[src/rtl/smc_pkg.sv]
package smc_pkg;

    // Control states of the guard.
    typedef enum logic [0:0] {
        ST_TRACK = 1'b0,   // taking pushes, retires and store probes
        ST_FLUSH = 1'b1    // one-cycle clear pulse, all inputs ignored
    } guard_state_e;

    // Next index in a circular buffer of the given depth.
    function automatic int unsigned ring_next(int unsigned idx, int unsigned depth);
        return (idx == depth - 1) ? 0 : idx + 1;
    endfunction

endpackage

[src/rtl/smc_line_queue.sv]
module smc_line_queue #(
    parameter int LINE_W = 26,
    parameter int DEPTH  = 16
) (
    input  logic                          clk,
    input  logic                          rst_n,
    input  logic                          push_en,
    input  logic [LINE_W-1:0]             push_line,
    input  logic                          pop_req,
    input  logic                          flush,
    output logic [DEPTH-1:0][LINE_W-1:0]  lines_o,
    output logic [DEPTH-1:0]              vld_o,
    output logic                          full
);
    import smc_pkg::*;

    localparam int PTR_W = (DEPTH > 1) ? $clog2(DEPTH) : 1;
    localparam int CNT_W = $clog2(DEPTH + 1);

    logic [DEPTH-1:0][LINE_W-1:0] line_q;
    logic [DEPTH-1:0]             vld_q;
    logic [PTR_W-1:0]             head_q;
    logic [PTR_W-1:0]             tail_q;
    logic [CNT_W-1:0]             occ_q;
    logic                         empty;
    logic                         push_do;
    logic                         pop_do;

    assign full    = (occ_q == CNT_W'(DEPTH));
    assign empty   = (occ_q == '0);
    assign push_do = push_en && !full;
    assign pop_do  = pop_req && !empty;

    always_ff @(posedge clk or negedge rst_n) begin
        if (!rst_n) begin
            line_q <= '0;
            vld_q  <= '0;
            head_q <= '0;
            tail_q <= '0;
            occ_q  <= '0;
        end else if (flush) begin
            vld_q  <= '0;
            head_q <= '0;
            tail_q <= '0;
            occ_q  <= '0;
        end else begin
            if (push_do) begin
                line_q[tail_q] <= push_line;
                vld_q[tail_q]  <= 1'b1;
                tail_q         <= PTR_W'(ring_next(32'(tail_q), DEPTH));
            end
            if (pop_do) begin
                vld_q[head_q] <= 1'b0;
                head_q        <= PTR_W'(ring_next(32'(head_q), DEPTH));
            end
            unique case ({push_do, pop_do})
                2'b10:   occ_q <= occ_q + 1'b1;
                2'b01:   occ_q <= occ_q - 1'b1;
                default: occ_q <= occ_q;
            endcase
        end
    end

    assign lines_o = line_q;
    assign vld_o   = vld_q;

endmodule

[src/rtl/smc_line_cmp.sv]
module smc_line_cmp #(
    parameter int LINE_W = 26,
    parameter int DEPTH  = 16
) (
    input  logic [DEPTH-1:0][LINE_W-1:0] lines_i,
    input  logic [DEPTH-1:0]             vld_i,
    input  logic                         probe_valid,
    input  logic [LINE_W-1:0]            probe_line,
    output logic                         hit
);
    logic [DEPTH-1:0] match;

    // One comparator per record, all evaluated in the same cycle.
    for (genvar i = 0; i < DEPTH; i++) begin : g_cmp
        assign match[i] = vld_i[i] && (lines_i[i] == probe_line);
    end

    assign hit = probe_valid && (|match);

endmodule

[src/rtl/smc_clear_fsm.sv]
module smc_clear_fsm #(
    parameter int CNT_W = 16
) (
    input  logic             clk,
    input  logic             rst_n,
    input  logic             store_hit,
    input  logic             serialize,
    output logic             tracking,
    output logic             flush,
    output logic             clear_req,
    output logic [CNT_W-1:0] clear_count
);
    import smc_pkg::*;

    guard_state_e state_q, state_d;
    logic [CNT_W-1:0] count_q;
    logic             count_inc;

    // State register.
    always_ff @(posedge clk or negedge rst_n) begin
        if (!rst_n) state_q <= ST_TRACK;
        else        state_q <= state_d;
    end

    // Transitions: TRACK->FLUSH on hit or serialize, FLUSH->TRACK always.
    always_comb begin
        state_d = state_q;
        unique case (state_q)
            ST_TRACK: if (store_hit || serialize) state_d = ST_FLUSH;
            ST_FLUSH: state_d = ST_TRACK;
            default:  state_d = ST_TRACK;
        endcase
    end

    // Outputs.
    always_comb begin
        tracking  = 1'b0;
        flush     = 1'b0;
        clear_req = 1'b0;
        count_inc = 1'b0;
        unique case (state_q)
            ST_TRACK: begin
                tracking  = 1'b1;
                flush     = store_hit || serialize;
                count_inc = store_hit;
            end
            ST_FLUSH: clear_req = 1'b1;
            default: ;
        endcase
    end

    always_ff @(posedge clk or negedge rst_n) begin
        if (!rst_n)         count_q <= '0;
        else if (count_inc) count_q <= count_q + 1'b1;
    end

    assign clear_count = count_q;

endmodule

[src/rtl/smc_inflight_guard.sv]
module smc_inflight_guard #(
    parameter int ADDR_W     = 32,
    parameter int LINE_BYTES = 64,
    parameter int DEPTH      = 16,
    parameter int CNT_W      = 16
) (
    input  logic              clk,
    input  logic              rst_n,
    input  logic              fetch_valid,
    input  logic [ADDR_W-1:0] fetch_addr,
    output logic              fetch_ready,
    input  logic              retire_valid,
    input  logic              store_valid,
    input  logic [ADDR_W-1:0] store_addr,
    input  logic              serialize,
    output logic              clear_req,
    output logic [CNT_W-1:0]  clear_count
);
    localparam int OFF_W  = $clog2(LINE_BYTES);
    localparam int LINE_W = ADDR_W - OFF_W;

    logic [LINE_W-1:0]             fetch_line;
    logic [LINE_W-1:0]             store_line;
    logic [DEPTH-1:0][LINE_W-1:0]  lines;
    logic [DEPTH-1:0]              vld;
    logic                          full;
    logic                          hit;
    logic                          tracking;
    logic                          flush;
    logic                          push_en;
    logic                          pop_req;

    assign fetch_line = LINE_W'(fetch_addr >> OFF_W);
    assign store_line = LINE_W'(store_addr >> OFF_W);

    assign fetch_ready = tracking && !full;
    assign push_en     = fetch_valid && fetch_ready && !flush;
    assign pop_req     = retire_valid && tracking;

    smc_line_queue #(.LINE_W(LINE_W), .DEPTH(DEPTH)) u_queue (
        .clk       (clk),
        .rst_n     (rst_n),
        .push_en   (push_en),
        .push_line (fetch_line),
        .pop_req   (pop_req),
        .flush     (flush),
        .lines_o   (lines),
        .vld_o     (vld),
        .full      (full)
    );

    smc_line_cmp #(.LINE_W(LINE_W), .DEPTH(DEPTH)) u_cmp (
        .lines_i     (lines),
        .vld_i       (vld),
        .probe_valid (store_valid),
        .probe_line  (store_line),
        .hit         (hit)
    );

    smc_clear_fsm #(.CNT_W(CNT_W)) u_fsm (
        .clk         (clk),
        .rst_n       (rst_n),
        .store_hit   (hit),
        .serialize   (serialize),
        .tracking    (tracking),
        .flush       (flush),
        .clear_req   (clear_req),
        .clear_count (clear_count)
    );

endmodule

[config.mk]
export PLATFORM = sky130hd
export DESIGN_NAME = smc_inflight_guard
export DESIGN_NICKNAME = d
export VERILOG_FILES = /design/src/rtl/smc_pkg.sv /design/src/rtl/smc_line_queue.sv /design/src/rtl/smc_line_cmp.sv /design/src/rtl/smc_clear_fsm.sv /design/src/rtl/smc_inflight_guard.sv
export SDC_FILE = /design/constraint.sdc
export NUM_CORES = 1
export LEC_CHECK = 0
export BUFFER_PORTS_ARGS = -buffer_cell sky130_fd_sc_hd__buf_2
export CAP_MARGIN = 0
export CORE_ASPECT_RATIO = 1.5
export CORE_UTILIZATION = 60
export CTS_CLUSTER_DIAMETER = 80
export DETAILED_ROUTE_END_ITERATION = 7
export GPL_TIMING_DRIVEN = 0
export HOLD_SLACK_MARGIN = 0.1
export PLACE_DENSITY_LB_ADDON = 0.15
export RECOVER_POWER = 25
export SYNTH_ARGS = -nofsm -noshare
export SYNTH_HDL_FRONTEND = slang
export SYNTH_SLANG_ARGS = --single-unit
[constraint.sdc]
create_clock -name clk -period 4.6 [get_ports clk]
set_input_delay 0.69 -clock clk [delete_from_list [all_inputs] [get_ports clk]]
set_output_delay 0.69 -clock clk [all_outputs]
set_load 0.005 [all_outputs]
Yosys cells after proc, flatten, opt, wreduce, memory -nomap -nowiden
Index checks and enable logic that the tools add are counted.

operators by class
  $add $sub $neg = 5
  order comparisons = 4
  equal/unequal tests = 21
  mux-type cells = 25
  bitwise logic cells = 5
  reductions and logical operators = 35

operator list
  kind                                                                                  number
  416-bit bitwise mux                                                                   1
  26-bit equality test                                                                  16
  26-bit demux with 4-bit select                                                        1
  16-bit two-way mux                                                                    4
  26-bit two-way mux                                                                    1
  1-bit logical AND                                                                     25
  4-bit two-way mux                                                                     6
  16-bit by 1-bit adder with 16-bit output (second input constant)                      1
  16-bit AND                                                                            1
  16-bit inverter                                                                       1
  16-bit bitwise OR                                                                     1
  16-bit OR reduction                                                                   1
  4-bit by 5-bit less-than comparator with 1-bit output (second input constant)         2
  5-bit one-hot mux with 2 select lines                                                 1
  4-bit by 1-bit adder with 4-bit output (second input constant)                        2
  1-bit demux with 4-bit select                                                         2
  4-bit equality test (second input constant)                                           2
  4-bit by 1-bit greater-or-equal comparator with 1-bit output (second input constant)  2
  1-bit two-way mux                                                                     7
  5-bit by 1-bit adder with 5-bit output (second input constant)                        1
  5-bit equality test (second input constant)                                           1
  5-bit zero test                                                                       1
  5-bit two-way mux                                                                     1
  5-bit by 1-bit subtractor with 5-bit output (second input constant)                   1
  other kinds (9)                                                                       13

storage, ports and cells
  flip-flop bits (word level) = 462
  bits of input ports = 70
  output and inout port bits = 18
  logic and storage cells = 117

Logic depth before layout (Yosys ltp)
Gate-level depths: netlist of run 1.

  word-level depth = 14
  gate-level depth with buffers = 17
  gate-level depth less buffers = 14

Cells and area by module
Synthesis of run 1 repeated with hierarchy kept, for this count alone.

second synthesis, totals
  cell total of the unflattened synthesis = 1770
  area total of the unflattened synthesis = 23902.9 um2

modules (own cells, without submodules)
  module              instances  cells each  area each (um2)  seq. area each (um2)
  smc_line_queue      1          1090        17778.3          11135.7
  smc_line_cmp        1          617         5345.1           0.0
  smc_clear_fsm       1          60          752.0            425.4
  smc_inflight_guard  1          3           27.5             0.0

Least setup slack after synthesis of run 1
No wires, ideal clock.

  path kind = input -> register
  from = input port store_addr[26]
  to = register u_queue.occ_q[4]
  setup time = 0.132 ns
  data arrival time = 3.870 ns
  path slack = 0.598 ns
  stages on the path = 17
  path through = buf_4 > buf_12 > xor2_1 > nor4_1 > nand4_1 > o22ai_1 > or4_4 > o311ai_4 > buf_6 > a31oi_1 > xor2_1 > ha_1 > or3_1 > a21oi_1 > a21oi_1 > xor2_1 > nor2_1

between the ends
  longest elaborated chain between the ends = 12

RTL lines
  item                                                                                   line                      text
  from (decl)                                                                            smc_inflight_guard.sv:14  input logic [ADDR_W-1:0] store_addr,
  26-bit equality test                                                                   smc_line_cmp.sv:15        assign match[i] = vld_i[i] && (lines_i[i] == probe_line);
  1-bit logical AND                                                                      smc_line_cmp.sv:15
  16-bit OR reduction (*)                                                                smc_line_cmp.sv:18        assign hit = probe_valid && (|match);
  1-bit logical AND (*)                                                                  smc_line_cmp.sv:18
  1-bit logical OR (*)                                                                   smc_clear_fsm.sv:44       flush = store_hit || serialize;
  1-bit two-way mux (*)                                                                  smc_clear_fsm.sv:41       unique case (state_q)
  1-bit zero test                                                                        smc_inflight_guard.sv:37  assign push_en = fetch_valid && fetch_ready && !flush;
  1-bit logical AND                                                                      smc_inflight_guard.sv:37
  1-bit logical AND                                                                      smc_line_queue.sv:31      assign push_do = push_en && !full;
  2-bit by 1-bit equality test with 1-bit output or 2-bit equality test (tied branches)  smc_line_queue.sv:56      unique case ({push_do, pop_do})
  5-bit one-hot mux with 2 select lines                                                  smc_line_queue.sv:56
  5-bit two-way mux                                                                      smc_line_queue.sv:41      end else if (flush) begin
  to (signal assigned)                                                                   smc_line_queue.sv:57      2'b10: occ_q <= occ_q + 1'b1;
  to (signal assigned)                                                                   smc_line_queue.sv:58      2'b01: occ_q <= occ_q - 1'b1;
  to (signal assigned)                                                                   smc_line_queue.sv:59      default: occ_q <= occ_q;
  to (decl)                                                                              smc_line_queue.sv:24      logic [CNT_W-1:0] occ_q;

Every way passes the cells marked *; elsewhere a longest branch is shown, timed or not.
A chain may end at the register's enable or synchronous reset.

Final worst setup path of run 1
  from = input port store_addr[11]
  to = register u_queue.occ_q[4]

The elaborated chain is that of the path after synthesis.

==> results.tsv, run 1 <==
stage	metric	value	unit
status	status	complete, but fails checks	
status	violations	DRC, capacitance limit, slew limit	
detailed_routing	ant_nets	0	
placed_design	placedCellCount	2336	
layout	final_nets	1965	
worst_setup_path	crit_top_cell	xor2_1	
sta	maxSlewViolCount	69	
synth	synth_ff_type	dfrtp_1	
sta	worst_pin_slew	3709	ps
detailed_routing	drcViolationCount	3	
worst_setup_path	end_kind	flop	
placed_design	gp_congestion	0.9872	
grt	grt_pass1_wl	105700	microns
synth	synth_top_area_cell	dfrtp_1	
min_path	min_path_type	in -> reg	
synth	synth_nets	1864	
detailed_routing	viasPerCell	6.164	
floorplan	fp-row-count	89	
synth	synthArstFlopShare	100.0	%
grt	antenna_found_initial	0	
grt	grt_start_max_net_pins	125	
floorplan	die_area	41150	sq um
grt	grt_usage	36.19	%
layout	diodes	0	
synth	ys_top_cells_by_area	dfrtp_1 (48%), mux2_4 (13%), mux2_2 (9.4%)	
synth	yosysWarnings	0	
cts	h-tree-depth	2	
synth	yosysUniqueCellTypes	49	
cts	clk_path_buf_depth	3	
placed_design	portBuffers	49	
sta	max-slew-margin-rel	-147.3	%
synth	synth_top_area_share	47.78	%
sta	skew	17.75	ps
detailed_routing	vias	14930	
worst_setup_path	slowest_delay	640	ps
synth	syn_inst	1783	
grt	grt_pass1_vias	15660	
detailed_routing	drt_iter0_markers	1023	
grt	grt.overflow.total	0	
power_and_ir_drop	power.density	425.2	nW/um^2
power_and_ir_drop	power_leakage	13.26	nW
detailed_routing	wire_per_inst	29.86	microns
layout	layout.cells.most_common	dfrtp_1	
synth	netlist_area	24200	sq um
floorplan	die_w	166.0	microns
layout	finalNonFillerCells	2422	
worst_setup_path	path_cells	buf_4 > buf_6 > xor2_1 > nor3_1 > nand3_1 > o22ai_1 > or4_4 > o311ai_4 > buf_6 > a31oi_1 > xor2_1 > ha_1 > or3_1 > a21oi_1 > a21oi_1 > xor2_1 > nor2_1	
cts	cts_root_buf	clkbuf_16	
worst_setup_path	path_max_fanout	10	
synth	ys_seq_elements	462	
layout	layout_common_cells	dfrtp_1 (462), xor2_1 (243), mux2_4 (209), mux2_2 (202), xnor2_1 (191)	
cts	tritoncts	done	
cts	clock_latency	570	ps
worst_setup_path	path_class	in -> reg	
cts	ctsHoldBuffers	0	
layout	fin_area	26780	sq um
synth	synth.avg_cell_area	13.57	sq um
placed_design	hpwl	52740	microns
detailed_routing	routed_wl	72330	microns
synth	synth_edf_count	0	
floorplan	fp.dieH	247.9	microns
layout	layout-drive-gt1-share	33.77	%
floorplan	start_util	61.21	%
layout	area_delta_synth_final	10.68	%
placed_design	pre_cts_slack	-402.9	ps
cts	clkTransAtPathRegs	60	ps
power_and_ir_drop	peakVddDrop	0.0003153	V
sta	tns	0	ps
sta	post-route-min-period	4498	ps
floorplan	core_area	39530	sq um
cts	clock_sinks	462	
synth	yosysSeqAreaShare	47.78	%
sta	fin_crit_sh	97.78	%
detailed_routing	drtPass1Iterations	7	
floorplan	io_pins	88	
cts	numCtsBuffers	46	
sta	rsz0062_at_grt	no	
worst_setup_path	critical_path_required	5030	ps
sta	fin_ws	101.9	ps
sta	fmax	222.3	MHz
worst_setup_path	arrival	4930	ps
sta	finalSetupViolations	0	
cts	post-cts-setup-buffer-count	0	
placed_design	placed_area	25190	sq um
flow_run	maxCapViolCount	1	
worst_setup_path	slowest_stage	o311ai_4	
sta	report.final.hold_viol_count	0	
worst_setup_path	startpoint_type	input port	
==> kinds of logic after synthesis <==
family	synth area share (%)
mux	22.69
fa+ha+maj	0.5688
xor+xnor	15.78
flops	47.78
buf+inv	4.690
simple gates	6.898
compound gates	1.588
==> routing by layer <==
layer  up-vias  track usage (%)  part of all wire [%]
met4         0            36.01                    11
met1      7762            41.34                    37
li1       6391                -                     -
met3       253            4.050                   4.1
met5         -                0                     0
met2       523            59.12                    47
==> report_power, final <==
group / switching, mW / internal [mW]
clock network: 1.65 / 2.32
logic: 1.24 / 1.15
registers: 0.419 / 4.61
total: 3.31 / 8.08
==> metrics by stage <==
stage	power, mW	util, %	hold WS, ps
floorplan	6.594	-	394.4
global placement	7.336	63.41	451.8
detailed placement	7.433	63.71	463.2
CTS	11.40	67.70	102.0
global route	11.74	67.74	471.9
finish	11.39	67.74	467.3
==> critical path, delay by kind of cell <==
family | cells | cell delay, ps
compound gates | 5 | 1110
xor+xnor | 3 | 900
fa+ha+maj | 1 | 250
buf+inv | 3 | 660
simple gates | 5 | 1290
==> synthesized netlist by cell type, types with 20 or more instances <==
master    count
buf_6        49
clkbuf_1     32
nor3_1       22
nand3_1      22
dfrtp_1     462
mux2_4      209
xnor2_1     193
mux2_2      202
nand4_1      56
xor2_1      243
inv_1        26
nor4_1       66
nor2_1       20
==> cell type report <==
class	count	area, sq um
multi-input combinational	1173	11520
sequential	462	11560
clock inverter	14	175.2
timing repair buffer	53	360.3
buffer	122	1037
clock buffer	72	1403
fill	2901	12750
inverter	26	97.59
tap	500	625.6
==> state kept, by name (all words and copies together) (netlist names) <==
| register | count |
|---|---|
| u_fsm.clear_count | 16 |
| u_queue.occ_q | 5 |
| u_queue.tail_q | 4 |
| u_queue.vld_o | 16 |
| u_fsm.state_q | 1 |
| u_queue.head_q | 4 |
| u_queue.lines_o | 416 |
==> path summary, 6_finish.rpt <==
path                                          to  depth (start not counted)                  start  slack, ps
min reg2reg                u_fsm.clear_count[15]                          1  u_fsm.clear_count[15]        470
max                             u_queue.occ_q[4]                         17         store_addr[11]        100
max reg2reg                     u_queue.occ_q[4]                         15   u_queue.lines_o[157]        110
min                           u_queue.lines_o[3]                          2          fetch_addr[9]        470
min in group asynchronous  u_fsm.clear_count[14]                          1                  rst_n       1600
max in group asynchronous   u_queue.lines_o[330]                          3                  rst_n        820
==> timing repair <==
item	4_1_cts	5_1_grt
resized for setup	0	3
hold endpoints to repair	0	0
setup endpoints to repair	0	1
Note: power is estimated with default switching activity, not from simulation.
==> run 2, diff against run 1 <==
Settings changed: CORE_MARGIN set to 2, RECOVER_POWER 25 to not set.
==> results.tsv, run 2 (same netlist as run 1, synthesis figures left out) <==
stage	metric	value	unit	change
floorplan	die_w	168.0	microns	was 166.0 microns
grt	antenna_found_initial	0		unchanged
worst_setup_path	slowest_stage	or4_1		was o311ai_4
grt	grt.overflow.total	0		unchanged
cts	clock_latency	580	ps	was 570 ps
layout	area_delta_synth_final	10.06	%	was 10.68%
cts	h-tree-depth	2		unchanged
cts	clock_sinks	462		unchanged
cts	clk_path_buf_depth	3		unchanged
worst_setup_path	path_class	reg -> reg		was in -> reg
layout	diodes	0		unchanged
status	status	finished clean		was complete, but fails checks
cts	cts_root_buf	clkbuf_16		unchanged
placed_design	gp_congestion	0.9130		was 0.9872
sta	max-slew-margin-rel	22.04	%	was -147.3%
layout	layout.cells.most_common	dfrtp_1		unchanged
flow_run	maxCapViolCount	0		was 1
sta	report.final.hold_viol_count	0		unchanged
floorplan	fp.dieH	249.9	microns	was 247.9 microns
detailed_routing	viasPerCell	6.135		was 6.164
sta	rsz0062_at_grt	no		unchanged
sta	finalSetupViolations	0		unchanged
sta	fin_crit_sh	94.97	%	was 97.78%
grt	grt_pass1_vias	15680		was 15660
floorplan	fp-row-count	90		was 89
layout	layout_common_cells	dfrtp_1 (462), xor2_1 (243), mux2_4 (209), mux2_2 (202), xnor2_1 (192)		was dfrtp_1 (462), xor2_1 (243), mux2_4 (209), mux2_2 (202), xnor2_1 (191)
floorplan	die_area	41980	sq um	was 41150 sq um
worst_setup_path	arrival	4810	ps	was 4930 ps
layout	fin_util	66.61	%	was 67.74%
grt	grt_pass1_wl	106000	microns	was 105700 microns
detailed_routing	vias	14830		was 14930
layout	largest_register_ffs	416		unchanged
floorplan	core_area	39980	sq um	was 39530 sq um
worst_setup_path	startpoint_type	flop		was input port
power_and_ir_drop	peakVddDrop	0.0003354	V	was 0.0003153 V
sta	fmax	228.9	MHz	was 222.3 MHz
floorplan	io_pins	88		unchanged
grt	grt_usage	35.36	%	was 36.19%
cts	numCtsBuffers	45		was 46
worst_setup_path	slowest_delay	550	ps	was 640 ps
min_path	min_path_type	in -> async		was in -> reg
worst_setup_path	path_cells	xnor2_1 > nand4_1 > or4_1 > nor4_1 > or4_1 > o311ai_4 > buf_6 > a31oi_1 > xor2_1 > ha_1 > or3_1 > a21oi_1 > a21oi_1 > xor2_1 > nor2_1		was buf_4 > buf_6 > xor2_1 > nor3_1 > nand3_1 > o22ai_1 > or4_4 > o311ai_4 > buf_6 > a31oi_1 > xor2_1 > ha_1 > or3_1 > a21oi_1 > a21oi_1 > xor2_1 > nor2_1
power_and_ir_drop	power.density	416.6	nW/um^2	was 425.2 nW/um^2
sta	worst_pin_slew	1159	ps	was 3709 ps
layout	finalNonFillerCells	2417		was 2422
detailed_routing	routed_wl	72550	microns	was 72330 microns
worst_setup_path	path_max_fanout	10		unchanged
layout	layout-drive-gt1-share	33.65	%	was 33.77%
detailed_routing	drtPass1Iterations	5		was 7
placed_design	pre_cts_slack	-478.2	ps	was -402.9 ps
placed_design	hpwl	52730	microns	was 52740 microns
placed_design	placedCellCount	2341		was 2336
detailed_routing	ant_nets	0		unchanged
sta	post-route-min-period	4369	ps	was 4498 ps
sta	maxSlewViolCount	0		was 69
worst_setup_path	end_kind	flop		unchanged
floorplan	start_util	60.53	%	was 61.21%
placed_design	portBuffers	49		unchanged
worst_setup_path	critical_path_required	5050	ps	was 5030 ps
cts	clkTransAtPathRegs	60	ps	about the same
layout	final_nets	1965		unchanged
detailed_routing	wire_per_inst	30.02	microns	was 29.86 microns
sta	fin_ws	231.4	ps	was 101.9 ps
detailed_routing	drt_iter0_markers	1098		was 1023
cts	tritoncts	done		unchanged
grt	grt_start_max_net_pins	121		was 125
detailed_routing	drcViolationCount	0		was 3
power_and_ir_drop	power_leakage	13.19	nW	was 13.26 nW
sta	skew	20.03	ps	was 17.75 ps
run 2: changes by cell type in the layout (fill, tap and decap cells not counted), moves of 2 or more:
cell,delta
buf_4,+2
bufinv_16,-3
clkbuf_1,-5
clkbuf_16,-2
clkbuf_8,+3
clkinv_2,-4
clkinvlp_4,-2
run 2: timing repair:
| action | 4_1_cts | 5_1_grt |
|---|---|---|
| setup buffers | 0 | 2 |
| gates resized for setup | 1 | 1 |
| endpoints found under the setup margin | 1 | 1 |
| hold buffers | 0 | 0 |
| pin swaps | 0 | 1 |
run 2: critical path, delay by kind of cell (launching register included):
| kind | cells | cell delay, ps |
|---|---|---|
| AND/OR/NAND/NOR | 6 | 2040 |
| XOR/XNOR | 3 | 700 |
| AO/OA/AOI/OAI | 4 | 640 |
| flip-flops | 1 | 400 |
| adder cells (fa/ha/maj) | 1 | 260 |
| buffers and inverters | 1 | 180 |
run 2: cell type report:
type / instances / area, sq um
plain buffers: 122 / 1037
clock buffers: 68 / 1375
clock inverters: 6 / 58.81
fillers: 2953 / 13350
inverters: 26 / 97.59
multi-input cells: 1173 / 11510
flip-flops and latches: 462 / 11560
well taps: 506 / 633.1
repair buffers: 54 / 352.8
run 2: power by group:
part | switching, mW | internal, mW
combinational | 1.22 | 1.14
clock | 1.61 | 2.10
sequential | 0.409 | 4.61
run 2: per-layer routing:
| metal | wire length, microns | global-route usage [%] | part of all wire, % |
|---|---|---|---|
| met4 | 7746 | 31.30 | 11 |
| met2 | 35180 | 57.43 | 48 |
| met3 | 3198 | 4.297 | 4.4 |
| met1 | 26430 | 41.28 | 36 |
| met5 | 0 | 0 | 0 |
run 2: worst paths after layout:
| check | endpoint | depth (start not counted) | start | slack, ps |
|---|---|---|---|---|
| max in group asynchronous | u_queue.lines_o[412] | 3 | rst_n | 2790 |
| hold / removal | u_fsm.clear_count[14] | 1 | rst_n | 210 |
| hold reg to reg | u_fsm.clear_count[15] | 1 | u_fsm.clear_count[15] | 460 |
| setup / recovery | u_queue.occ_q[4] | 15 | u_queue.lines_o[125] | 230 |
| min in group clk | u_fsm.clear_count[15] | 1 | u_fsm.clear_count[15] | 460 |
| setup reg to reg | u_queue.occ_q[4] | 15 | u_queue.lines_o[125] | 230 |
run 2: metrics by stage:
step / hold WS (ps) / instance area [sq um] / TNS, ps / total power, mW
floorplan: 394.4 / 24200 / 0 / 6.594
global route: 286.6 / 26630 / 0 / 11.46
detailed placement: 451.4 / 25170 / -877.8 / 7.416
finish: 206.1 / 26630 / 0 / 11.09
global placement: 451.8 / 25070 / -2998480 / 7.329
CTS: 255.6 / 26610 / 0 / 11.10
